===== config.mk =====
export PLATFORM = sky130hd
export DESIGN_NAME = tri_gate_pwm
export DESIGN_NICKNAME = d
export VERILOG_FILES = /design/src/rtl/pwm_pkg.sv /design/src/rtl/pwm_timebase.sv /design/src/rtl/pwm_phase.sv /design/src/rtl/tri_gate_pwm.sv
export SDC_FILE = /design/constraint.sdc
export NUM_CORES = 1
export LEC_CHECK = 0
export ABC_CLOCK_PERIOD_IN_PS = 11600
export BUFFER_PORTS_ARGS = -buffer_cell sky130_fd_sc_hd__buf_4
export CORE_MARGIN = 8
export CORE_UTILIZATION = 42
export CTS_CLUSTER_DIAMETER = 100
export DETAILED_ROUTE_END_ITERATION = 8
export PLACE_DENSITY = 0.62
export SLEW_MARGIN = 20
export SYNTH_ARGS = -nofsm -noshare
export SYNTH_HDL_FRONTEND = slang
export SYNTH_SLANG_ARGS = --single-unit
export TNS_END_PERCENT = 1

===== constraint.sdc =====
create_clock -name clk -period 11.6 [get_ports clk]
set_input_delay 0 -clock clk [delete_from_list [all_inputs] [get_ports clk]]
set_output_delay 0 -clock clk [all_outputs]
set_load 0.005 [all_outputs]

===== src/rtl/pwm_pkg.sv =====
package pwm_pkg;
    localparam int unsigned CNT_W  = 16;
    localparam int unsigned NUM_PH = 3;
    localparam int unsigned ADDR_W = 3;

    localparam int unsigned ADR_PERIOD = 0;
    localparam int unsigned ADR_GUARD  = 1;
    localparam int unsigned ADR_MINW   = 2;
    localparam int unsigned ADR_DUTY0  = 3;
    localparam int unsigned ADR_CTRL   = ADR_DUTY0 + NUM_PH;

    typedef logic [CNT_W-1:0]  cnt_t;
    typedef logic [CNT_W:0]    wide_t;
    typedef logic [ADDR_W-1:0] addr_t;

    typedef struct packed {
        cnt_t                          period;
        cnt_t                          guard;
        cnt_t                          minw;
        logic [NUM_PH-1:0][CNT_W-1:0]  duty;
        logic                          dbl;
        logic [NUM_PH-1:0]             xover;
        logic                          chop_hi;
        logic                          chop_lo;
    } cfg_t;
endpackage


===== src/rtl/pwm_timebase.sv =====
module pwm_timebase
    import pwm_pkg::*;
(
    input  logic clk,
    input  logic rst_n,
    input  cnt_t period,
    output cnt_t cnt,
    output logic down,
    output logic carrier,
    output logic to_up,
    output logic to_down
);
    typedef struct packed {
        cnt_t cnt;
        logic down;
        logic carrier;
    } tb_t;

    tb_t   st_d, st_q;
    wide_t nxt_up;

    always_comb begin
        st_d         = st_q;
        st_d.carrier = ~st_q.carrier;
        nxt_up       = {1'b0, st_q.cnt} + wide_t'(1);
        to_up        = 1'b0;
        to_down      = 1'b0;
        if (!st_q.down) begin
            if (nxt_up >= {1'b0, period}) begin
                st_d.down = 1'b1;   // turning point: count holds
                to_down   = 1'b1;
            end else begin
                st_d.cnt = nxt_up[CNT_W-1:0];
            end
        end else begin
            if (st_q.cnt == '0) begin
                st_d.down = 1'b0;   // period start
                to_up     = 1'b1;
            end else begin
                st_d.cnt = st_q.cnt - cnt_t'(1);
            end
        end
    end

    always_ff @(posedge clk or negedge rst_n) begin
        if (!rst_n) st_q <= '0;
        else        st_q <= st_d;
    end

    assign cnt     = st_q.cnt;
    assign down    = st_q.down;
    assign carrier = st_q.carrier;
endmodule


===== src/rtl/pwm_phase.sv =====
module pwm_phase
    import pwm_pkg::*;
(
    input  cnt_t cnt,
    input  cnt_t period,
    input  cnt_t duty,
    input  cnt_t guard,
    input  cnt_t minw,
    input  logic xover,
    input  logic chop_hi,
    input  logic chop_lo,
    input  logic carrier,
    output logic gate_hi,
    output logic gate_lo
);
    wide_t cnt_w, per_w, duty_w, grd_w, min_w;
    wide_t hi_w, lo_start, lo_w;
    logic  run, hi_raw, lo_raw, sw_hi, sw_lo;

    always_comb begin
        cnt_w    = {1'b0, cnt};
        per_w    = {1'b0, period};
        duty_w   = {1'b0, duty};
        grd_w    = {1'b0, guard};
        min_w    = {1'b0, minw};
        run      = (period != '0);
        hi_w     = (duty_w > grd_w) ? (duty_w - grd_w) : '0;
        lo_start = duty_w + grd_w;
        lo_w     = (per_w > lo_start) ? (per_w - lo_start) : '0;
        hi_raw   = run && (cnt_w < hi_w) && (hi_w >= min_w);
        lo_raw   = run && (cnt_w >= lo_start) && (lo_w >= min_w);
        sw_hi    = xover ? lo_raw : hi_raw;
        sw_lo    = xover ? hi_raw : lo_raw;
        gate_hi  = sw_hi && (!chop_hi || carrier);
        gate_lo  = sw_lo && (!chop_lo || carrier);
    end
endmodule


===== src/rtl/tri_gate_pwm.sv =====
module tri_gate_pwm
    import pwm_pkg::*;
(
    input  logic              clk,
    input  logic              rst_n,
    input  logic              wr_en,
    input  logic [ADDR_W-1:0] wr_addr,
    input  logic [CNT_W-1:0]  wr_data,
    output logic [NUM_PH-1:0] gate_hi,
    output logic [NUM_PH-1:0] gate_lo,
    output logic              sync_pulse
);
    typedef struct packed {
        cfg_t shadow;
        cfg_t active;
    } regs_t;

    regs_t st_d, st_q;
    cnt_t  tb_cnt;
    logic  tb_down, tb_carrier, tb_to_up, tb_to_down;
    cnt_t  act_period;

    pwm_timebase u_tb (
        .clk     (clk),
        .rst_n   (rst_n),
        .period  (st_q.active.period),
        .cnt     (tb_cnt),
        .down    (tb_down),
        .carrier (tb_carrier),
        .to_up   (tb_to_up),
        .to_down (tb_to_down)
    );

    always_comb begin
        st_d = st_q;
        // shadow write decode
        if (wr_en) begin
            if (wr_addr == addr_t'(ADR_PERIOD)) st_d.shadow.period = wr_data;
            if (wr_addr == addr_t'(ADR_GUARD))  st_d.shadow.guard  = wr_data;
            if (wr_addr == addr_t'(ADR_MINW))   st_d.shadow.minw   = wr_data;
            for (int p = 0; p < NUM_PH; p++) begin
                if (wr_addr == addr_t'(ADR_DUTY0 + p)) st_d.shadow.duty[p] = wr_data;
            end
            if (wr_addr == addr_t'(ADR_CTRL)) begin
                st_d.shadow.dbl     = wr_data[0];
                st_d.shadow.xover   = wr_data[NUM_PH:1];
                st_d.shadow.chop_hi = wr_data[NUM_PH+1];
                st_d.shadow.chop_lo = wr_data[NUM_PH+2];
            end
        end
        // full copy at period start; R6: partial copy at turning point
        if (tb_to_up) begin
            st_d.active = st_q.shadow;
        end else if (tb_to_down && st_q.active.dbl) begin
            st_d.active.guard   = st_q.shadow.guard;
            st_d.active.minw    = st_q.shadow.minw;
            st_d.active.duty    = st_q.shadow.duty;
            st_d.active.xover   = st_q.shadow.xover;
            st_d.active.chop_hi = st_q.shadow.chop_hi;
            st_d.active.chop_lo = st_q.shadow.chop_lo;
        end
    end

    always_ff @(posedge clk or negedge rst_n) begin
        if (!rst_n) st_q <= '0;
        else        st_q <= st_d;
    end

    generate
        for (genvar g = 0; g < NUM_PH; g++) begin : g_ph
            pwm_phase u_ph (
                .cnt     (tb_cnt),
                .period  (st_q.active.period),
                .duty    (st_q.active.duty[g]),
                .guard   (st_q.active.guard),
                .minw    (st_q.active.minw),
                .xover   (st_q.active.xover[g]),
                .chop_hi (st_q.active.chop_hi),
                .chop_lo (st_q.active.chop_lo),
                .carrier (tb_carrier),
                .gate_hi (gate_hi[g]),
                .gate_lo (gate_lo[g])
            );
        end
    endgenerate

    assign act_period = st_q.active.period;
    assign sync_pulse = !tb_down && (tb_cnt == '0);
endmodule


==> metrics.log, run 1 <==
[metrics] count of TritonRoute iterations in the first routing pass: 5
[metrics] Cells after Synth: about 2.3k
[metrics] worst hold-check path type: input pin to async pin
[metrics] Max Slew Vio Count: 0
[metrics] Async SR Flop Fraction: 100%
[metrics] switching power of the nets: 2.26 mW
[metrics] most instantiated flip-flop cell in the synthesis netlist: sky130_fd_sc_hd__dfrtp_1
[metrics] cell type of the slowest stage on the worst timing path: sky130_fd_sc_hd__o21ai_2
[metrics] Period Utilization, post-route: ~70%
[metrics] mux contribution to synthesized area: approximately 11%
[metrics] CTS Buf Count: 27
[metrics] mean cell area of the mapped netlist: between 9 and 10 sq um
[metrics] number of antenna violations at the first check in global routing: 0
[metrics] DIE WIDTH: 240 microns
[metrics] simple-gate area share of the yosys netlist: between 10% and 20%
[metrics] final hold slack: -1.47 ps
[metrics] CTS tree: built
[metrics] Compound-Gate Fraction of Synth Area: 16.3%
[metrics] CTS H-tree depth: 1
[metrics] Most common cell on crit path: sky130_fd_sc_hd__a21o_1
[metrics] Detail Route Antenna Nets: 0
[metrics] total length of routed wires: 68.5 mm
[metrics] total gr overflow: 0
[metrics] cell area after technology mapping: roughly 21000 sq um
[metrics] post-CTS clock slew at the launch and capture registers of the worst setup and hold paths: approximately 60 ps
[metrics] Post-Layout Cell Count: slightly below 3k
[metrics] cell total after placement: ~2.9k
[metrics] area share of xor/xnor cells in the synthesized design: 6.01%
[metrics] wire per inst: about 23 microns
[metrics] flops & latches, synth: approximately 220
[metrics] top post-synthesis cells by count: sky130_fd_sc_hd__ha_1 (340), sky130_fd_sc_hd__dfrtp_1 (222), sky130_fd_sc_hd__mux2_2 (205), sky130_fd_sc_hd__nor2_1 (164), sky130_fd_sc_hd__inv_1 (146)
[metrics] leading post-synthesis cells by cell area: sky130_fd_sc_hd__dfrtp_1 (26%), sky130_fd_sc_hd__ha_1 (20%), sky130_fd_sc_hd__mux2_2 (11%)
[metrics] Worst path max stage delay: about 510 ps
[metrics] violations in the final reports: negative hold slack
[metrics] share of power burned in registers: between 20% and 30%
[metrics] leading cell type by number of instances after synthesis: sky130_fd_sc_hd__ha_1
[metrics] MaxCap Viol Count: 0
[metrics] depth of the worst register-to-register path: 14
[metrics] # setup viols final: 0
[metrics] Adder-Cell Fraction of Synth Area: approximately 22%
[metrics] Leakage Power: between 10 and 15 nW
[metrics] wire length of the first global-routing pass: 103 mm
[metrics] switching share of power: a little under half
[metrics] overall fraction of global-route tracks in use: between 20% and 30%
[metrics] Post-Synthesis Net Count: around 2.6k
[metrics] HPWL after detailed placement: between 50 and 60 mm
[metrics] Crit Reg-Reg Startpoint: u_tb.cnt[0]
[metrics] die extent in y: approximately 240 microns
[metrics] number of buffers on the longest clock path: 3
[metrics] fraction of synthesized cell area taken by the top area cell type: about a quarter
[metrics] power density cells: around 220 nW/um^2
[metrics] element type at the critical path end: output pin
[metrics] worst reg2reg path endpoint: st_q[32]
[metrics] clock net sink count: about 220
[metrics] vias in the first global route: about 18k
[metrics] fraction of power consumed by combinational cells: about three fifths
[metrics] Placer Congestion: between 0.9 and 1
[metrics] DRC errors left: 0
[metrics] number of top-level pins: 29
[metrics] sequential share of the synthesized area: roughly a quarter
[metrics] fraction of power consumed by the clock network: around 18%
[metrics] type of the setup path with the least slack: flip-flop to output pin
[metrics] unrepaired setup endpoints after global routing: false
[metrics] Cell Rows: 82
[metrics] Fmax: 0.126 GHz
[metrics] post-layout util: 46.3%
[metrics] Iter 0 DRT Violations: approximately 1.6k
[metrics] Floorplan Core Area: about 50000 sq um
[metrics] critical path startpoint category: flip-flop
[metrics] number of endpoints with negative hold slack in the final report: 4
[metrics] layout filler cell count: between 4k and 5k
[metrics] Clock Skew: around 17 ps
[metrics] Initial Utilization: around 42%
[metrics] design internal power: roughly 2.7 mW
[metrics] post-CTS setup buffer count: 0
[metrics] Root Driver: sky130_fd_sc_hd__clkbuf_16
[metrics] Relative slew margins: between 20% and 30%
[metrics] Total Neg Setup Slack: 0 ps
[metrics] clock network latency to the later pin of the worst-skew pair: between 500 and 600 ps
[metrics] worst voltage drop across the vdd grid: 155 uV
[metrics] CTS-repair resized insts: 0
[metrics] result of the run: finished with violations
[metrics] total power of the final layout: 4.98 mW
[metrics] count of buffers from port buffering: 28
[metrics] relative area change from synthesis to final layout: 9.39%
[metrics] pin slew with the least headroom to its limit: approximately 1000 ps
[metrics] main combinational cell family by area after synthesis: adder cells
[metrics] time the worst path needs with I/O delays and setup: 7960 ps
[metrics] distinct cell type count after synthesis: 90
[metrics] maximum number of pins on one net before global-route repair: ~80
[metrics] Synth Warn #: 0
[metrics] fin nets: about 2.7k
[metrics] vias per cell: about 6
[metrics] Total Die Area: ~58000 sq um
[metrics] maximum fanout encountered on the critical timing path: 15
[metrics] share of cells above drive strength 1: between 15 and 20%
[metrics] Data required, critical path: ~12000 ps
[metrics] vias post-DR: 17.5k
[metrics] library cell with the largest summed area after synthesis: sky130_fd_sc_hd__dfrtp_1
[metrics] arrival time of data at the critical path endpoint: 7960 ps
[metrics] slack of the worst reg-to-reg path: approximately 6300 ps
[metrics] number of enable-type register cells in the synthesized netlist: 0
critical path, delay by kind of cell, from the launching register on:
family                     cells  cell delay (ps)
adders and majority gates      5             1650
xor gates and xnor gates       1              400
and+or+nand+nor                5              670
buffers and inverters          2              560
AOI/OAI and AO/OA             18             3670
DFF                            1              430
cells in the final DEF (no fill, tap or decap), drive strengths merged, types with 11 or more instances in the layout:
master and n:
nand3 27, nand2 118, ha 340, or2 11
nor2b 47, maj3 11, and2 22, or3 15
clkbuf 38, inv 148, a21o 66, nor4 21
o21ai 83, xor2 38, nor2 165, a31oi 19
nand2b 43, a211oi 29, nor3 54, dfrtp 222
o21bai 14, mux2 206, and3 12, nand4 38
dlygate4sd3 17, o21a 31, xnor2 106, a21oi 141
buf 50, a2111oi 12, or4 12
metrics by stage:
step	setup WS [ps]	hold slack (ps)	area, sq um
after floorplan	5480	-296	21100
after global placement	4410	25.3	22000
after detailed placement	4340	36.0	22000
after CTS	3720	11.9	23100
after global routing	3240	55.9	23100
final	3640	-1.47	23100
how the worst max path moves through the flow:
stage | start | endpoint | cells past startpoint
2_1_floorplan | st_q[71] | gate_lo[1] | 31
3_3_place_gp | st_q[71] | gate_hi[0] | 31
3_5_place_dp | st_q[71] | gate_lo[2] | 28
4_1_cts | st_q[71] | gate_hi[0] | 31
5_1_grt | st_q[71] | gate_hi[0] | 31
6_report | st_q[71] | gate_hi[0] | 31
state kept, by name, summed over array words and instances, names as in the netlist:
name / cells
u_tb.down: 1
act_period: 16
u_tb.cnt: 16
u_tb.carrier: 1
st_q: 188
per-layer routing:
metal	part of all wire (%)	track usage, %	up-vias
met3	5.5	2.48	116
met1	44	30.8	8659
met2	46	38.7	550
met4	4.7	9.72	0
met5	0	0	-
li1	-	-	8222
cell families (layout without fill, tap and decap cells):
group	count (synthesis)	in the layout
and+or+nand+nor	605	605
xor gates and xnor gates	144	144
other	0	1
muxes	206	206
DFF	222	222
adders and majority gates	360	360
AOI/OAI and AO/OA	498	498
buffers and inverters	230	264
repair_timing:
item,in CTS,in global routing
setup endpoints to repair,0,0
hold buffers,17,0
hold endpoints to repair,173,0
power groups by stage:
stage               Combinational, mW  Clock (mW)  Sequential, mW
finish                           3.00       0.889            1.09
global route                     3.33       0.939            1.10
CTS                              2.97       0.910            1.08
detailed placement               2.95           0            1.10
global placement                 2.87           0            1.09
floorplan                        2.14           0            1.02
layout make-up:
cell class | instances | area, sq um | share of cell area, %
clock inverter | 11 | 153 | 0.661
timing repair buffer | 67 | 553 | 2.39
clock buffer | 38 | 777 | 3.36
tap | 672 | 841 | 3.64
antenna | 1 | 2.50 | 0.0108
sequential | 222 | 5560 | 24.0
inverter | 148 | 556 | 2.40
multi-input combinational | 1813 | 14700 | 63.5
Note: power is estimated with default switching activity, not from simulation.
==> run 2: changes to the inputs <==
Settings changed: ABC_AREA set to 1, ABC_CLOCK_PERIOD_IN_PS 11600 to 7950.
Clock period 11.6 ns to 7.95 ns, I/O delays scaled along.
==> run 2 against run 1 <==
  * The run now ends clean
  * Cell count grew 27%
  * Clock skew is 36 ps higher
  * Synthesized area up 5.1%
  * Core utilization shrank 0.78 points
  * Non-clock buffer count decreased by 12
  * Sequential share of layout area fell by 0.79 points
  * Worst setup slack worse by 2600 ps
  * Critical path type unchanged
  * Largest cell class unchanged
==> metrics.log, run 2 <==
[metrics] result of the run: complete, no violations
[metrics] die extent in y: around 250 microns
[metrics] most instantiated flip-flop cell in the synthesis netlist: sky130_fd_sc_hd__dfrtp_1
[metrics] layout filler cell count: ~5.4k
[metrics] flops & latches, synth: 222
[metrics] leading cell type in the layout, fill and taps excluded: sky130_fd_sc_hd__nand2_1
[metrics] count of buffers from port buffering: 28
[metrics] clock net sink count: roughly 220
[metrics] total inserted antenna cells: 0
[metrics] Relative slew margins: 33.6%
[metrics] pin slew with the least headroom to its limit: about 990 ps
[metrics] overall fraction of global-route tracks in use: between 20% and 30%
[metrics] Period Utilization, post-route: ~87%
[metrics] number of buffers on the longest clock path: 3
[metrics] Clock Skew: between 50 and 60 ps
[metrics] unrepaired setup endpoints after global routing: false
[metrics] Placer Congestion: around 1.0
[metrics] number of enable-type register cells in the synthesized netlist: 0
[metrics] critical path startpoint category: flip-flop
[metrics] CTS-repair resized insts: 0
[metrics] time the worst path needs with I/O delays and setup: approximately 7000 ps
[metrics] Post-Synthesis Net Count: 3468
[metrics] worst hold-check path type: input pin to flip-flop
[metrics] Total Die Area: around 60000 sq um
[metrics] vias per cell: approximately 5.8
[metrics] # setup viols final: 0
[metrics] element type at the critical path end: output pin
[metrics] wire length of the first global-routing pass: around 130 mm
[metrics] FF/Latch Area: roughly 5600 sq um
[metrics] number of antenna violations at the first check in global routing: 3
[metrics] count of TritonRoute iterations in the first routing pass: 6
[metrics] Max Slew Vio Count: 0
[metrics] cell type of the slowest stage on the worst timing path: sky130_fd_sc_hd__o31ai_4
[metrics] vias post-DR: 21.7k
[metrics] DRC errors left: 0
[metrics] max reg flops: ~190
[metrics] number of top-level pins: 29
[metrics] Cells after Synth: 3097
[metrics] fin nets: ~3.4k
[metrics] wire per inst: between 20 and 25 microns
[metrics] HPWL after detailed placement: 68.8 mm
[metrics] post-CTS clock slew at the launch and capture registers of the worst setup and hold paths: roughly 60 ps
[metrics] total gr overflow: 0
[metrics] Data required, critical path: 7950 ps
[metrics] Floorplan Core Area: about 52000 sq um
[metrics] total length of routed wires: roughly 86 mm
[metrics] CTS H-tree depth: 1
[metrics] leading post-synthesis cells by cell area: sky130_fd_sc_hd__dfrtp_1 (25%), sky130_fd_sc_hd__ha_1 (19%), sky130_fd_sc_hd__nand2_1 (11%)
[metrics] commonest cells after routing, fill and taps aside: sky130_fd_sc_hd__nand2_1 (650), sky130_fd_sc_hd__inv_1 (342), sky130_fd_sc_hd__ha_1 (340)
[metrics] cell area after technology mapping: roughly 22000 sq um
[metrics] number of endpoints with negative hold slack in the final report: 0
[metrics] fraction of synthesized cell area taken by the top area cell type: ~25%
[metrics] maximum number of pins on one net before global-route repair: between 80 and 90
[metrics] relative area change from synthesis to final layout: 7.60%
[metrics] Worst path max stage delay: approximately 570 ps
[metrics] Root Driver: sky130_fd_sc_hd__clkbuf_16
[metrics] DIE WIDTH: around 250 microns
[metrics] Iter 0 DRT Violations: roughly 1.7k
[metrics] Async SR Flop Fraction: 100%
[metrics] CTS tree: built
[metrics] share of cells above drive strength 1: between 5 and 6%
[metrics] distinct cell type count after synthesis: 58
[metrics] Total Neg Setup Slack: 0 ps
[metrics] register ranked first by flip-flop count: st_q
[metrics] sequential share of the synthesized area: about a quarter
[metrics] Fmax: between 0.1 and 0.15 GHz
[metrics] Initial Utilization: 42.3%
[metrics] CTS Buf Count: 27
[metrics] MaxCap Viol Count: 0
[metrics] type of the setup path with the least slack: flip-flop to output pin
[metrics] footprint of the multi-input gates: 14700 sq um
[metrics] Cell Rows: 84
[metrics] top post-synthesis cells by count: sky130_fd_sc_hd__nand2_1 (655), sky130_fd_sc_hd__inv_1 (342), sky130_fd_sc_hd__ha_1 (340), sky130_fd_sc_hd__nor2_1 (253), sky130_fd_sc_hd__dfrtp_1 (222)
[metrics] Detail Route Antenna Nets: 0
[metrics] arrival time of data at the critical path endpoint: slightly below 7000 ps
[metrics] Synth Warn #: 0
[metrics] mean cell area of the mapped netlist: just over 7 sq um
[metrics] clock network latency to the later pin of the worst-skew pair: approximately 590 ps
[metrics] maximum fanout encountered on the critical timing path: 16
[metrics] library cell with the largest summed area after synthesis: sky130_fd_sc_hd__dfrtp_1
[metrics] vias in the first global route: approximately 20k
[metrics] leading cell type by number of instances after synthesis: sky130_fd_sc_hd__nand2_1
-- run 2: final cells by class --
type | instances | area share (%)
Multi-Input combinational cell | 2395 | 61.7
Clock inverter | 17 | 0.686
Tap cell | 688 | 3.60
Timing Repair Buffer | 55 | 2.11
Sequential cell | 222 | 23.3
Inverter | 365 | 5.73
Clock buffer | 33 | 2.92
-- run 2: path summary, 6_finish.rpt --
check | from | end | slack [ps] | cells past startpoint
max in group asynchronous | rst_n | u_tb.carrier | 5940 | 4
hold reg to reg | u_tb.carrier | u_tb.carrier | 420 | 1
hold / removal | wr_data[2] | st_q[190] | 1 | 3
setup reg to reg | u_tb.cnt[1] | st_q[71] | 2330 | 21
setup / recovery | st_q[71] | gate_lo[0] | 1060 | 35
min in group asynchronous | rst_n | st_q[85] | 530 | 3
-- run 2: layer usage --
layer  global-route usage, %  vias to the layer above  wire length, microns
li1                        -                    10400                     -
met4                    10.4                        8                  3670
met3                    3.89                      157                  5870
met2                    44.0                      756                 38500
met5                       0                        -                    92
met1                    38.3                    10400                 38300
-- run 2: timing repair --
action	in CTS	in global routing
endpoints found under the hold margin	156	0
hold buffers	17	0
setup buffers	0	0
-- run 2: cells by family after synthesis --
kind of cell	count (synthesis)	share of synthesized area, %
buffers and inverters	480	8.82
and+or+nand+nor	1406	28.4
xor gates and xnor gates	109	4.30
AOI/OAI and AO/OA	531	13.5
DFF	222	25.0
adders and majority gates	349	20.0
-- run 2: per-stage QoR --
stage | instance area [sq um] | utilization (%) | setup WS, ps | hold WS [ps] | instances
2_1_floorplan | 22200 | - | 2750 | -296 | 3097
3_3_place_gp | 22800 | 43.5 | 1730 | 28.9 | 3706
3_5_place_dp | 22800 | 43.5 | 1610 | 26.5 | 3706
4_1_cts | 23800 | 45.4 | 1020 | 4.01 | 3773
5_1_grt | 23900 | 45.6 | 409 | 25.7 | 3775
6_report | 23900 | 45.6 | 1060 | 1.08 | 3775
-- run 2: critical path, delay by kind of cell, from the launching register on --
| family | cells | cell delay, ps |
|---|---|---|
| xor gates and xnor gates | 1 | 180 |
| AOI/OAI and AO/OA | 8 | 1460 |
| adders and majority gates | 3 | 1060 |
| buffers and inverters | 5 | 750 |
| DFF | 1 | 420 |
| and+or+nand+nor | 18 | 2460 |
Power of run 2 is left out: the tool's default activity adds up to more than one toggle a clock period on the data nets, which glitch-free logic cannot reach.
